File: src/rtl/mfa_pkg.sv
package mfa_pkg;

  typedef enum logic [2:0] {
    CLS_ZERO   = 3'd0,
    CLS_DENORM = 3'd1,
    CLS_NORMAL = 3'd2,
    CLS_INF    = 3'd3,
    CLS_QNAN   = 3'd4,
    CLS_SNAN   = 3'd5
  } fp_class_e;

endpackage

File: src/rtl/mfa_classify.sv
module mfa_classify
  import mfa_pkg::*;
#(
  parameter int EXP_W = 2,
  parameter int MAN_W = 2
) (
  input  logic [EXP_W+MAN_W:0] word_i,
  output fp_class_e            cls_o
);

  logic [EXP_W-1:0] ex;
  logic [MAN_W-1:0] mn;

  assign ex = word_i[EXP_W+MAN_W-1:MAN_W];
  assign mn = word_i[MAN_W-1:0];

  always_comb begin
    if (ex == '0)      cls_o = (mn == '0) ? CLS_ZERO : CLS_DENORM;
    else if (&ex) begin
      if (mn == '0)    cls_o = CLS_INF;
      else             cls_o = mn[MAN_W-1] ? CLS_QNAN : CLS_SNAN;
    end
    else               cls_o = CLS_NORMAL;
  end

endmodule

File: src/rtl/mfa_align.sv
module mfa_align #(
  parameter int EXP_W = 2,
  parameter int MAN_W = 2,
  localparam int WW   = 1 + EXP_W + MAN_W,
  localparam int SW   = MAN_W + 4,
  localparam int XW   = EXP_W + 1
) (
  input  logic [WW-1:0] a_i,
  input  logic [WW-1:0] b_i,
  input  logic          ftz_i,
  output logic [SW-1:0] big_sig_o,
  output logic [SW-1:0] small_sig_o,
  output logic [XW-1:0] big_exp_o,
  output logic          sign_o,
  output logic          eff_sub_o
);

  logic [EXP_W-1:0] ea, eb, e_big, e_sml;
  logic [MAN_W-1:0] ma, mb, m_big, m_sml;
  logic             a_ge, s_big, s_sml;
  logic [XW-1:0]    x_big, x_sml, diff;
  logic [SW-1:0]    sml_raw, shifted, lost_mask;
  logic             sticky;

  assign ea = a_i[WW-2:MAN_W];
  assign eb = b_i[WW-2:MAN_W];
  // flushed operands keep only their sign
  assign ma = (ftz_i && ea == '0) ? '0 : a_i[MAN_W-1:0];
  assign mb = (ftz_i && eb == '0) ? '0 : b_i[MAN_W-1:0];

  // excess-coded exponent: magnitude order equals unsigned field order
  assign a_ge = {ea, ma} >= {eb, mb};

  assign e_big = a_ge ? ea : eb;
  assign e_sml = a_ge ? eb : ea;
  assign m_big = a_ge ? ma : mb;
  assign m_sml = a_ge ? mb : ma;
  assign s_big = a_ge ? a_i[WW-1] : b_i[WW-1];
  assign s_sml = a_ge ? b_i[WW-1] : a_i[WW-1];

  assign x_big = (e_big == '0) ? XW'(1) : {1'b0, e_big};
  assign x_sml = (e_sml == '0) ? XW'(1) : {1'b0, e_sml};
  assign diff  = x_big - x_sml;

  assign big_sig_o = {(e_big != '0), m_big, 3'b000};
  assign sml_raw   = {(e_sml != '0), m_sml, 3'b000};

  assign shifted   = sml_raw >> diff;
  assign lost_mask = ~({SW{1'b1}} << diff);
  assign sticky    = |(sml_raw & lost_mask);

  assign small_sig_o = shifted | {{(SW-1){1'b0}}, sticky};
  assign big_exp_o   = x_big;
  assign sign_o      = s_big;
  assign eff_sub_o   = s_big ^ s_sml;

endmodule

File: src/rtl/mfa_round.sv
module mfa_round #(
  parameter int EXP_W = 2,
  parameter int MAN_W = 2,
  localparam int WW   = 1 + EXP_W + MAN_W,
  localparam int SW   = MAN_W + 4,
  localparam int XW   = EXP_W + 1,
  localparam int LZW  = $clog2(SW + 1),
  localparam int EMAX = (1 << EXP_W) - 1
) (
  input  logic [SW:0]   sum_i,
  input  logic [XW-1:0] exp_i,
  input  logic          sign_i,
  input  logic          eff_sub_i,
  input  logic          rtz_i,
  input  logic          ftz_i,
  output logic [WW-1:0] res_o
);

  logic [LZW-1:0]   lz;
  logic             found;
  logic [XW-1:0]    sh, ex_n, ex_f;
  logic [SW-1:0]    nrm;
  logic [MAN_W:0]   keep;
  logic             grd, stk, inc;
  logic [MAN_W+1:0] rk;
  logic [MAN_W-1:0] mant;

  // leading-zero count of the uncarried sum
  always_comb begin
    lz    = '0;
    found = 1'b0;
    for (int i = SW - 1; i >= 0; i--) begin
      if (!found) begin
        if (sum_i[i]) found = 1'b1;
        else          lz    = lz + LZW'(1);
      end
    end
  end

  always_comb begin
    if (sum_i[SW]) begin
      nrm  = {sum_i[SW:2], sum_i[1] | sum_i[0]};
      ex_n = exp_i + XW'(1);
      sh   = '0;
    end else begin
      // left shift stops at the smallest exponent (subnormal range)
      if (int'(lz) < int'(exp_i) - 1) sh = XW'(lz);
      else                            sh = exp_i - XW'(1);
      nrm  = sum_i[SW-1:0] << sh;
      ex_n = exp_i - sh;
    end
  end

  assign keep = nrm[SW-1:3];
  assign grd  = nrm[2];
  assign stk  = nrm[1] | nrm[0];
  assign inc  = !rtz_i && grd && (stk || keep[0]);
  assign rk   = {1'b0, keep} + (MAN_W+2)'(inc);

  always_comb begin
    if (rk[MAN_W+1]) begin
      ex_f = ex_n + XW'(1);
      mant = rk[MAN_W:1];
    end else begin
      ex_f = rk[MAN_W] ? ex_n : '0;
      mant = rk[MAN_W-1:0];
    end
  end

  always_comb begin
    if (sum_i == '0)
      res_o = {(eff_sub_i ? 1'b0 : sign_i), {(WW-1){1'b0}}};
    else if (ex_f >= XW'(EMAX)) begin
      if (rtz_i) res_o = {sign_i, EXP_W'(EMAX - 1), {MAN_W{1'b1}}};
      else       res_o = {sign_i, EXP_W'(EMAX), {MAN_W{1'b0}}};
    end
    else if (ftz_i && ex_f == '0)
      res_o = {sign_i, {(WW-1){1'b0}}};
    else
      res_o = {sign_i, ex_f[EXP_W-1:0], mant};
  end

endmodule

File: src/rtl/minifloat_addsub.sv
module minifloat_addsub
  import mfa_pkg::*;
#(
  parameter int EXP_W = 2,
  parameter int MAN_W = 2,
  localparam int WW   = 1 + EXP_W + MAN_W,
  localparam int SW   = MAN_W + 4,
  localparam int XW   = EXP_W + 1
) (
  input  logic          clk,
  input  logic          rst_n,
  input  logic          in_valid,
  output logic          in_ready,
  input  logic [WW-1:0] in_a,
  input  logic [WW-1:0] in_b,
  input  logic          in_sub,
  input  logic          mode_ftz,
  input  logic          mode_rtz,
  output logic          out_valid,
  input  logic          out_ready,
  output logic [WW-1:0] out_res,
  output logic          out_invalid,
  output logic [2:0]    out_class
);

  localparam logic [WW-1:0] QNAN_W =
    {1'b0, {EXP_W{1'b1}}, 1'b1, {(MAN_W-1){1'b0}}};

  logic [WW-1:0] b_eff;
  fp_class_e     ca, cb, cr;
  logic [SW-1:0] big_sig, sml_sig;
  logic [XW-1:0] big_exp;
  logic          a_sign, eff_sub;
  logic [SW:0]   sum;
  logic [WW-1:0] arith_res, res_d;
  logic          inv_d, a_nan, b_nan, a_inf, b_inf, accept;

  logic [WW-1:0] res_q;
  logic          inv_q, valid_q;
  fp_class_e     cls_q;

  assign b_eff = {in_b[WW-1] ^ in_sub, in_b[WW-2:0]};

  mfa_classify #(.EXP_W(EXP_W), .MAN_W(MAN_W)) u_cls_a (.word_i(in_a),  .cls_o(ca));
  mfa_classify #(.EXP_W(EXP_W), .MAN_W(MAN_W)) u_cls_b (.word_i(b_eff), .cls_o(cb));

  mfa_align #(.EXP_W(EXP_W), .MAN_W(MAN_W)) u_align (
    .a_i(in_a), .b_i(b_eff), .ftz_i(mode_ftz),
    .big_sig_o(big_sig), .small_sig_o(sml_sig), .big_exp_o(big_exp),
    .sign_o(a_sign), .eff_sub_o(eff_sub)
  );

  assign sum = eff_sub ? ({1'b0, big_sig} - {1'b0, sml_sig})
                       : ({1'b0, big_sig} + {1'b0, sml_sig});

  mfa_round #(.EXP_W(EXP_W), .MAN_W(MAN_W)) u_round (
    .sum_i(sum), .exp_i(big_exp), .sign_i(a_sign), .eff_sub_i(eff_sub),
    .rtz_i(mode_rtz), .ftz_i(mode_ftz), .res_o(arith_res)
  );

  assign a_nan = (ca == CLS_QNAN) || (ca == CLS_SNAN);
  assign b_nan = (cb == CLS_QNAN) || (cb == CLS_SNAN);
  assign a_inf = (ca == CLS_INF);
  assign b_inf = (cb == CLS_INF);

  always_comb begin
    inv_d = (ca == CLS_SNAN) || (cb == CLS_SNAN) ||
            (a_inf && b_inf && (in_a[WW-1] != b_eff[WW-1]));
    if (a_nan || b_nan || inv_d) res_d = QNAN_W;
    else if (a_inf)              res_d = in_a;
    else if (b_inf)              res_d = b_eff;
    else                         res_d = arith_res;
  end

  mfa_classify #(.EXP_W(EXP_W), .MAN_W(MAN_W)) u_cls_r (.word_i(res_d), .cls_o(cr));

  assign in_ready = !valid_q || out_ready;
  assign accept   = in_valid && in_ready;

  always_ff @(posedge clk or negedge rst_n) begin
    if (!rst_n) begin
      valid_q <= 1'b0;
      res_q   <= '0;
      inv_q   <= 1'b0;
      cls_q   <= CLS_ZERO;
    end else begin
      if (accept) begin
        valid_q <= 1'b1;
        res_q   <= res_d;
        inv_q   <= inv_d;
        cls_q   <= cr;
      end else if (out_ready) begin
        valid_q <= 1'b0;
      end
    end
  end

  assign out_valid   = valid_q;
  assign out_res     = res_q;
  assign out_invalid = inv_q;
  assign out_class   = cls_q;

  assert_hold_R12: assert property (@(posedge clk) disable iff (!rst_n)
    out_valid && !out_ready |=> out_valid && $stable(out_res) &&
                                $stable(out_invalid) && $stable(out_class));

  assert_accept_R12: assert property (@(posedge clk) disable iff (!rst_n)
    in_valid && in_ready |=> out_valid);

  assert_inv_qnan_R7: assert property (@(posedge clk) disable iff (!rst_n)
    out_valid && out_invalid |-> out_class == CLS_QNAN);

  assert_no_snan_R7: assert property (@(posedge clk) disable iff (!rst_n)
    out_valid |-> out_class != CLS_SNAN);

  assert_ftz_nodenorm_R3: assert property (@(posedge clk) disable iff (!rst_n)
    accept && mode_ftz |=> out_class != CLS_DENORM);

  assert_rtz_noinf_R6: assert property (@(posedge clk) disable iff (!rst_n)
    accept && mode_rtz && !a_nan && !b_nan && !a_inf && !b_inf
    |=> out_class != CLS_INF);

endmodule

File: config.mk
export PLATFORM = sky130hd
export DESIGN_NAME = minifloat_addsub
export DESIGN_NICKNAME = d
export VERILOG_FILES = /design/src/rtl/mfa_pkg.sv /design/src/rtl/mfa_classify.sv /design/src/rtl/mfa_align.sv /design/src/rtl/mfa_round.sv /design/src/rtl/minifloat_addsub.sv
export SDC_FILE = /design/constraint.sdc
export NUM_CORES = 1
export LEC_CHECK = 0
export ABC_AREA = 1
export BUFFER_PORTS_ARGS = -buffer_cell sky130_fd_sc_hd__buf_2
export CAP_MARGIN = 20
export CORE_ASPECT_RATIO = 1.1
export CORE_MARGIN = 8
export CORE_UTILIZATION = 60
export CTS_CLUSTER_SIZE = 14
export DETAILED_ROUTE_END_ITERATION = 6
export GPL_TIMING_DRIVEN = 1
export PLACE_DENSITY = 0.82
export SLEW_MARGIN = 5
export SYNTH_ARGS = -nofsm -noshare
export SYNTH_HDL_FRONTEND = slang
export SYNTH_SLANG_ARGS = --single-unit
File: constraint.sdc
create_clock -name clk -period 1.1 [get_ports clk]
set_input_delay 0.11 -clock clk [delete_from_list [all_inputs] [get_ports clk]]
set_output_delay 0.11 -clock clk [all_outputs]
set_load 0.05 [all_outputs]
==> metrics.yaml, run 1 <==
synth:
  top_reg_cell_synth: "sky130_fd_sc_hd__dfrtp_1"
  yosys-top-cells-area: "sky130_fd_sc_hd__nand2_1 16%, sky130_fd_sc_hd__ha_1 11%, sky130_fd_sc_hd__dfrtp_1 10%"
  synth_enable_flop_cells: 0
  syn_avg_cell_area_sq_um: 6.221
  async_reset_ff_share_pct: 100.0
  syn_std_cell_area_sq_um: 2414
  yosysWarnings: 0
  synth-seq-area-share_pct: 10.37
  yosys.area.top_type_share_pct: 16.33
  post_synth_num_cell_types: 37
  synth_nets: 429
  synth_top_area_cell: "sky130_fd_sc_hd__nand2_1"
  postSynthRegisterBits: 10
  cell_count_after_synthesis: 388
floorplan:
  pin_count: 28
  dieHeight_microns: 82.52
  die_width_microns: 76.47
  initial_core_util_pct: 61.83
  std_cell_rows: 24
clock_network:
  cts_repair_resized_insts: 97
  clockBufferDepth: 2
  cts_num_sinks: 10
  clock_root_buffer: "sky130_fd_sc_hd__clkbuf_8"
  cts_inserted_buffers: 3
  cts-htree-levels: 1
  cts.hold.buffers_added: 1
  post_cts_buffers: 32
place:
  place.detailed.instances: 570
  port_buffers: 27
  detailed_place_hpwl_microns: 7224
  place_congestion: 0.9163
run_status:
  failing_step: "clock tree synthesis"
  firstError: "[ERROR DPL-0038] Utilization greater than 100%, impossible to legalize"
  run_status: "stopped before the end"
[cells in the mapped netlist, drive strengths merged, types with 4 or more instances]
| master | n |
|---|---|
| inv | 63 |
| nand2 | 138 |
| a31oi | 5 |
| ha | 22 |
| a21oi | 13 |
| o21ai | 22 |
| dfrtp | 10 |
| nand3 | 43 |
| nand4 | 4 |
| xnor2 | 4 |
| nor2 | 45 |
[per-stage QoR]
step | hold slack (ps) | setup TNS, ps | worst slack (ps) | area, sq um
floorplan | -185.6 | -38970 | -6130 | 2604
global placement | -29.83 | -40990 | -6251 | 3566
detailed placement | -22.48 | -44310 | -6739 | 3566
[kinds of logic after synthesis]
kind of cell / after synthesis / share of synthesized area, %
and+or+nand+nor: 235 / 50.03
buffers and inverters: 66 / 10.94
AOI/OAI and AO/OA: 47 / 13.43
adders and majority gates: 24 / 13.06
DFF: 10 / 10.37
xor gates and xnor gates: 6 / 2.177
==> inputs of run 2 (changes only) <==
--- a/config.mk
+++ b/config.mk
@@ -8,13 +8,11 @@
 export ABC_AREA = 1
 export BUFFER_PORTS_ARGS = -buffer_cell sky130_fd_sc_hd__buf_2
 export CAP_MARGIN = 20
-export CORE_ASPECT_RATIO = 1.1
 export CORE_MARGIN = 8
-export CORE_UTILIZATION = 60
-export CTS_CLUSTER_SIZE = 14
+export CORE_UTILIZATION = 40
 export DETAILED_ROUTE_END_ITERATION = 6
 export GPL_TIMING_DRIVEN = 1
-export PLACE_DENSITY = 0.82
+export PLACE_DENSITY_LB_ADDON = 0.15
 export SLEW_MARGIN = 5
 export SYNTH_ARGS = -nofsm -noshare
 export SYNTH_HDL_FRONTEND = slang
==> run 2 against run 1 <==
Compared with the run above:
- the flow now finishes, with violations (setup timing)
- synthesized cell count is the same
- synthesized area is the same
==> metrics.yaml, run 2 <==
run_status:
  violations: "setup timing"
  run_status: "finished, violations left"
flow_run:
  max-cap-violations: 0
cells_and_area:
  layout.area.seq_sq_um: 251.5
  final_core_utilization_pct: 73.62
  number_of_flip_flops_in_the_largest_register: 5
  multi_input_area_sq_um: 2441
  areaGrowthSynthToFinish_pct: 79.52
  layout.cells.most_common: "sky130_fd_sc_hd__buf_4"
  final_net_count: 594
  final_cell_mix: "127 x sky130_fd_sc_hd__buf_4, 77 x sky130_fd_sc_hd__nand2_1, 44 x sky130_fd_sc_hd__inv_1, 37 x sky130_fd_sc_hd__nand2_2, 27 x sky130_fd_sc_hd__nand3_1"
  antenna_cells: 0
  filler_cell_count: 433
  drive_above_1_share_pct: 58.51
global_route:
  grtUsageTotal_pct: 17.14
  grt_first_pass_wirelength_microns: 12630
  globalRoute.totalOverflow: 0
  antenna_found_initial: 0
  vias_in_the_first_global_route: 2940
  pin_count_of_the_biggest_net_entering_global_routing: 11
synth:
  synth_nets: 429  # unchanged
  post_synth_num_cell_types: 37  # unchanged
  yosys-top-cells-area: "sky130_fd_sc_hd__nand2_1 16%, sky130_fd_sc_hd__ha_1 11%, sky130_fd_sc_hd__dfrtp_1 10%"
  yosys.area.top_type_share_pct: 16.33  # unchanged
  postSynthRegisterBits: 10  # unchanged
  yosysWarnings: 0  # unchanged
  async_reset_ff_share_pct: 100.0  # unchanged
  synth_top_cells_by_count: "105 x sky130_fd_sc_hd__nand2_1, 59 x sky130_fd_sc_hd__inv_1, 35 x sky130_fd_sc_hd__nor2_1"
  syn_std_cell_area_sq_um: 2414  # unchanged
  cell_count_after_synthesis: 388  # unchanged
  post-synth-top-count-cell: "sky130_fd_sc_hd__nand2_1"
  syn_avg_cell_area_sq_um: 6.221  # unchanged
  synth-seq-area-share_pct: 10.37  # unchanged
  top_reg_cell_synth: "sky130_fd_sc_hd__dfrtp_1"
  synth_enable_flop_cells: 0  # unchanged
  synth_top_area_cell: "sky130_fd_sc_hd__nand2_1"
timing:
  final_period_minus_worst_setup_slack_ps: 7215
  hold_slack_ps: 156.4
  unrepaired_setup_endpoints_after_global_routing: "true"
  finClkSkew_ps: 3.765
  finalWorstSetupSlack_ps: -6115
  totalNegativeSetupSlack_ps: -39280
  slew_viol_final: 0
  period_utilization_pct: 655.9
  finalHoldViolCount: 0
  worst_slew_pin_slew_ps: 657.2
  finalSetupViolations: 8
  fmaxAchievable_mhz: 138.6
  timing.max_slew.rel_slack_pct: 55.72
worst_setup_path:
  setup.worst_path.end_class: "flop"
  ff2ff_path_depth: 5
  timing.critical_path.max_delay_family: "adder cells"
  critPathKind: "in -> reg"
  regToRegEndpoint: "out_res[2]$_DFFE_PN0P_"
  cp.required_ps: 1280
  slowest_delay_ps: 460
  worst-r2r-setup-slack_ps: 50
  cp.buffers_inverters: 14
  crit_path_max_fanout: 6
  critical_path.reg2reg.startpoint: "out_valid$_DFFE_PN0P_"
  critical-path-slowest-cell: "sky130_fd_sc_hd__fa_1"
  worst_ep_arrival_time_ps: 7390
  setup.worst_path.start_class: "input pin"
clock_network:
  cts-htree-levels: 1  # unchanged
  insertion_delay_ps: 240
  clock_root_buffer: "sky130_fd_sc_hd__clkbuf_8"
  clockBufferDepth: 2  # unchanged
  worst_setup_hold_path_clk_slew_ps: 50
  cts_num_sinks: 10  # unchanged
  cts_inserted_buffers: 3  # unchanged
  clock_tree_from_tritoncts: "built"
floorplan:
  pin_count: 28  # unchanged
  die_width_microns: 93.68  # +23%
  initial_core_util_pct: 41.01  # -21 points
  core-area_sq_um: 5886
  die_area_sq_um: 8776
  dieHeight_microns: 93.68  # +14%
  std_cell_rows: 28  # +17%
routing:
  remaining_design_rule_violation_count: 0
  via_density_per_instance: 4.907
  routed_wirelength_microns: 8011
  detail-route-antenna-nets: 0
  wl_per_cell_microns: 12.78
  overall_via_count_from_detail_route: 3077
  drt_iter0_drc: 65
  detailedRoute.firstPassIterationCount: 4
place:
  port_buffers: 27  # unchanged
  detailed_place_hpwl_microns: 5843  # -19%
  dp_slack_ps: -6503  # +235.9 ps
  place_congestion: 0.8714  # -4.9%
min_path:
  hold-path-endpoint: "out_valid$_DFFE_PN0P_"
  timing.hold.worst_path_depth: 3
  worst_hold_startpoint: "in_valid"
  hold_class: "in -> reg"
-- run 2: cell counts after synthesis --
Identical to the previous run, type by type.
-- run 2: how the worst max path moves through the flow --
stage                          endpoint  depth (start not counted)     from
2_1_floorplan  out_class[0]$_DFFE_PN0P_                         62  in_b[2]
3_3_place_gp   out_class[0]$_DFFE_PN0P_                         63  in_b[2]
4_1_cts        out_class[0]$_DFFE_PN0P_                         66  in_b[3]
6_report       out_class[0]$_DFFE_PN0P_                         63  in_b[2]
3_5_place_dp   out_class[0]$_DFFE_PN0P_                         62  in_b[2]
5_1_grt        out_class[0]$_DFFE_PN0P_                         63  in_b[2]
-- run 2: timing repair --
| item | CTS | global route |
|---|---|---|
| buffers inserted | 14 | 9 |
| pin swaps | 62 | 51 |
| endpoints found under the hold margin | 10 | 0 |
| endpoints found under the setup margin | 10 | 9 |
| hold buffers | 1 | 0 |
| gates cloned | 0 | 0 |
| gates resized for setup | 74 | 40 |
-- run 2: kinds of logic after synthesis --
| logic type | after synthesis | share of synthesized area (%) |
|---|---|---|
| buffers and inverters | 66 | 10.94 |
| AOI/OAI and AO/OA | 47 | 13.43 |
| xor gates and xnor gates | 6 | 2.177 |
| DFF | 10 | 10.37 |
| adders and majority gates | 24 | 13.06 |
| and+or+nand+nor | 235 | 50.03 |
-- run 2: layout make-up --
class | instances | share of cell area (%)
Timing Repair Buffer | 162 | 28.67
Inverter | 64 | 5.746
Tap cell | 75 | 2.166
Sequential cell | 10 | 5.804
Clock buffer | 4 | 1.271
Multi-Input combinational cell | 312 | 56.34
-- run 2: per-layer routing --
| layer | global-route usage, % | up-vias | wire length [microns] |
|---|---|---|---|
| li1 | - | 1575 | - |
| met5 | 0 | - | 0 |
| met2 | 33.61 | 55 | 4475 |
| met3 | 1.759 | 8 | 171 |
| met1 | 19.50 | 1439 | 3286 |
| met4 | 2.378 | 0 | 78 |
-- run 2: through the flow --
stage / instance area [sq um] / instances
after detailed placement: 3647 / 600
after global routing: 4333 / 627
final: 4333 / 627
after global placement: 3647 / 600
after CTS: 4098 / 619
after floorplan: 2604 / 388
-- run 2: worst min-delay path: stages --
cell                      delay, ps
sky130_fd_sc_hd__buf_2          100
sky130_fd_sc_hd__nand2_4         80
sky130_fd_sc_hd__nand2_1         60
Power of run 2 is left out: the tool's default activity adds up to more than one toggle a clock period on the data nets, which glitch-free logic cannot reach.
==> inputs of run 3 (changes only) <==
--- a/config.mk
+++ b/config.mk
@@ -8,6 +8,7 @@
 export ABC_AREA = 1
 export BUFFER_PORTS_ARGS = -buffer_cell sky130_fd_sc_hd__buf_2
 export CAP_MARGIN = 20
+export CORE_ASPECT_RATIO = 0.6
 export CORE_MARGIN = 8
 export CORE_UTILIZATION = 40
 export DETAILED_ROUTE_END_ITERATION = 6
==> run 3 against run 2 <==
Compared with the run above:
- the run still ends with setup timing left
- sequential share of layout area shrank 0.63 points
- first-iteration DRC count grew to 3.3 times the previous value
- clock-buffer cell count is the same
- clock skew shrank 2.0 ps
- register-to-register slack is essentially flat
- non-clock buffer count grew 31
- design area grew 12%
- core utilization grew 7.7 points
- worst hold slack gained 35 ps
- critical path type unchanged
- largest cell class unchanged
==> metrics.yaml, run 3 (same netlist as run 2, synthesis figures left out) <==
run_status:
  run_status: "finished, violations left"
  violations: "setup timing"
routing:
  drt_iter0_drc: 212  # +230%
  remaining_design_rule_violation_count: 0  # unchanged
  overall_via_count_from_detail_route: 3393  # +10%
  routed_wirelength_microns: 10350  # +29%
  detailedRoute.firstPassIterationCount: 4  # unchanged
  detail-route-antenna-nets: 0  # unchanged
  via_density_per_instance: 5.087  # +3.7%
  wl_per_cell_microns: 15.52  # +21%
global_route:
  vias_in_the_first_global_route: 3296  # +12%
  pin_count_of_the_biggest_net_entering_global_routing: 11  # unchanged
  grt_first_pass_wirelength_microns: 14640  # +16%
  globalRoute.totalOverflow: 0  # unchanged
  grtUsageTotal_pct: 19.56  # +2.4 points
  antenna_found_initial: 0  # unchanged
timing:
  finalWorstSetupSlack_ps: -6178  # -62.42 ps
  fmaxAchievable_mhz: 137.4  # -0.86%
  slew_viol_final: 0  # unchanged
  finalSetupViolations: 8  # unchanged
  worst_slew_pin_slew_ps: 739.7  # +82.43 ps
  timing.max_slew.rel_slack_pct: 50.17  # -5.6 points
  period_utilization_pct: 661.6  # +5.7 points
  finalHoldViolCount: 0  # unchanged
  final_period_minus_worst_setup_slack_ps: 7278  # +62.42 ps
  finClkSkew_ps: 1.764  # -2.000 ps
  unrepaired_setup_endpoints_after_global_routing: "true"
worst_setup_path:
  cp.required_ps: 1230  # -50 ps
  crit_path_max_fanout: 6  # unchanged
  setup.worst_path.end_class: "flop"
  critPathKind: "in -> reg"
  slowest_delay_ps: 400  # -60 ps
  ff2ff_path_depth: 5  # unchanged
  critical-path-slowest-cell: "sky130_fd_sc_hd__fa_1"
  timing.critical_path.mode_cell: "sky130_fd_sc_hd__nand2_2"
  worst_ep_arrival_time_ps: 7410  # +20 ps
  setup.worst_path.start_class: "input pin"
min_path:
  timing.hold.worst_path_depth: 4  # +1
  hold_class: "in -> reg"
floorplan:
  core-area_sq_um: 5973  # +1.5%
  initial_core_util_pct: 40.41  # -0.60 points
  dieHeight_microns: 76.17  # -19%
  pin_count: 28  # unchanged
  die_width_microns: 116.3  # +24%
  die_area_sq_um: 8857  # +0.92%
  std_cell_rows: 22  # -21%
clock_network:
  clock_root_buffer: "sky130_fd_sc_hd__clkbuf_8"
  clockBufferDepth: 2  # unchanged
  worst_setup_hold_path_clk_slew_ps: 50  # about the same
  cts_num_sinks: 10  # unchanged
  cts_inserted_buffers: 3  # unchanged
  insertion_delay_ps: 230  # about the same
  cts-htree-levels: 1  # unchanged
  clock_tree_from_tritoncts: "built"
place:
  dp_slack_ps: -6577  # -74.05 ps
  place_congestion: 0.8237  # -5.5%
  port_buffers: 27  # unchanged
  detailed_place_hpwl_microns: 6384  # +9.3%
  placement.cell_area_sq_um: 3741  # +2.6%
cells_and_area:
  final_cell_mix: "142 x sky130_fd_sc_hd__buf_4, 63 x sky130_fd_sc_hd__nand2_1, 45 x sky130_fd_sc_hd__nand2_2, 40 x sky130_fd_sc_hd__inv_1, 27 x sky130_fd_sc_hd__buf_6"
  final_core_utilization_pct: 81.32  # +7.7 points
  number_of_flip_flops_in_the_largest_register: 5  # unchanged
  antenna_cells: 0  # unchanged
  postLayoutCellArea_sq_um: 4857  # +12%
  final_net_count: 625  # +5.2%
  filler_cell_count: 360  # -17%
  layout.cells.most_common: "sky130_fd_sc_hd__buf_4"
  drive_above_1_share_pct: 65.52  # +7.0 points
  areaGrowthSynthToFinish_pct: 101.2
flow_run:
  max-cap-violations: 0  # unchanged
-- run 3: cell count changes in the layout (fill, tap and decap cells not counted), moves of 3 or more --
cell                      previous run  this run
sky130_fd_sc_hd__buf_6              11        27
sky130_fd_sc_hd__buf_4             127       142
sky130_fd_sc_hd__nand2_1            77        63
sky130_fd_sc_hd__nand2_2            37        45
sky130_fd_sc_hd__nand2_4            21        26
sky130_fd_sc_hd__inv_1              44        40
sky130_fd_sc_hd__nand3_1            27        23
sky130_fd_sc_hd__nand3_4             3         7
sky130_fd_sc_hd__nor2_4             12        16
sky130_fd_sc_hd__nor2_1             26        23
-- run 3: critical path: cells and delay by family --
kind / cells / cell delay [ps]
AOI/OAI and AO/OA: 6 / 760
and+or+nand+nor: 27 / 2550
xor gates and xnor gates: 2 / 420
buffers and inverters: 13 / 990
adders and majority gates: 10 / 2550
-- run 3: worst paths after layout --
path,startpoint,endpoint,slack [ps]
worst max-delay path,in_b[3],out_class[1]$_DFFE_PN0P_,-6180
worst min-delay path,in_valid,out_class[0]$_DFFE_PN0P_,190
worst max register to register,out_valid$_DFFE_PN0P_,out_res[1]$_DFFE_PN0P_,50
worst min register to register,out_class[0]$_DFFE_PN0P_,out_class[0]$_DFFE_PN0P_,480
max in group asynchronous,rst_n,out_valid$_DFFE_PN0P_,610
min in group asynchronous,rst_n,out_res[2]$_DFFE_PN0P_,290
-- run 3: layout make-up --
cell class	instances	area [sq um]	share of cell area [%]
inverters	64	256.5	5.281
multi-input cells	312	2659	54.74
repair buffers	193	1540	31.71
well taps	84	105.1	2.164
flip-flops and latches	10	251.5	5.178
clock buffers	4	45.04	0.9274
-- run 3: stage by stage --
step	setup TNS (ps)	instances	hold slack, ps
floorplan	-38970	388	-185.6
global placement	-42000	620	-24.44
detailed placement	-43040	620	-25.49
CTS	-39440	657	189.0
global route	-43350	667	214.9
finish	-40550	667	191.2
-- run 3: timing repair --
action                                  CTS  global route
hold buffers                              1             0
endpoints found under the hold margin    10             0
gates resized for setup                  77           102
endpoints found under the setup margin   10             9
pin swaps                                68            76
buffers inserted                         32            12
-- run 3: layer usage --
| metal | part of all wire [%] | vias to the layer above | track usage (%) |
|---|---|---|---|
| met1 | 44 | 1613 | 26.55 |
| met3 | 4.9 | 26 | 1.661 |
| li1 | - | 1637 | - |
| met2 | 49 | 117 | 33.08 |
| met5 | 0 | - | 0 |
| met4 | 2.2 | 0 | 2.960 |
Power of run 3 is left out for the same reason.
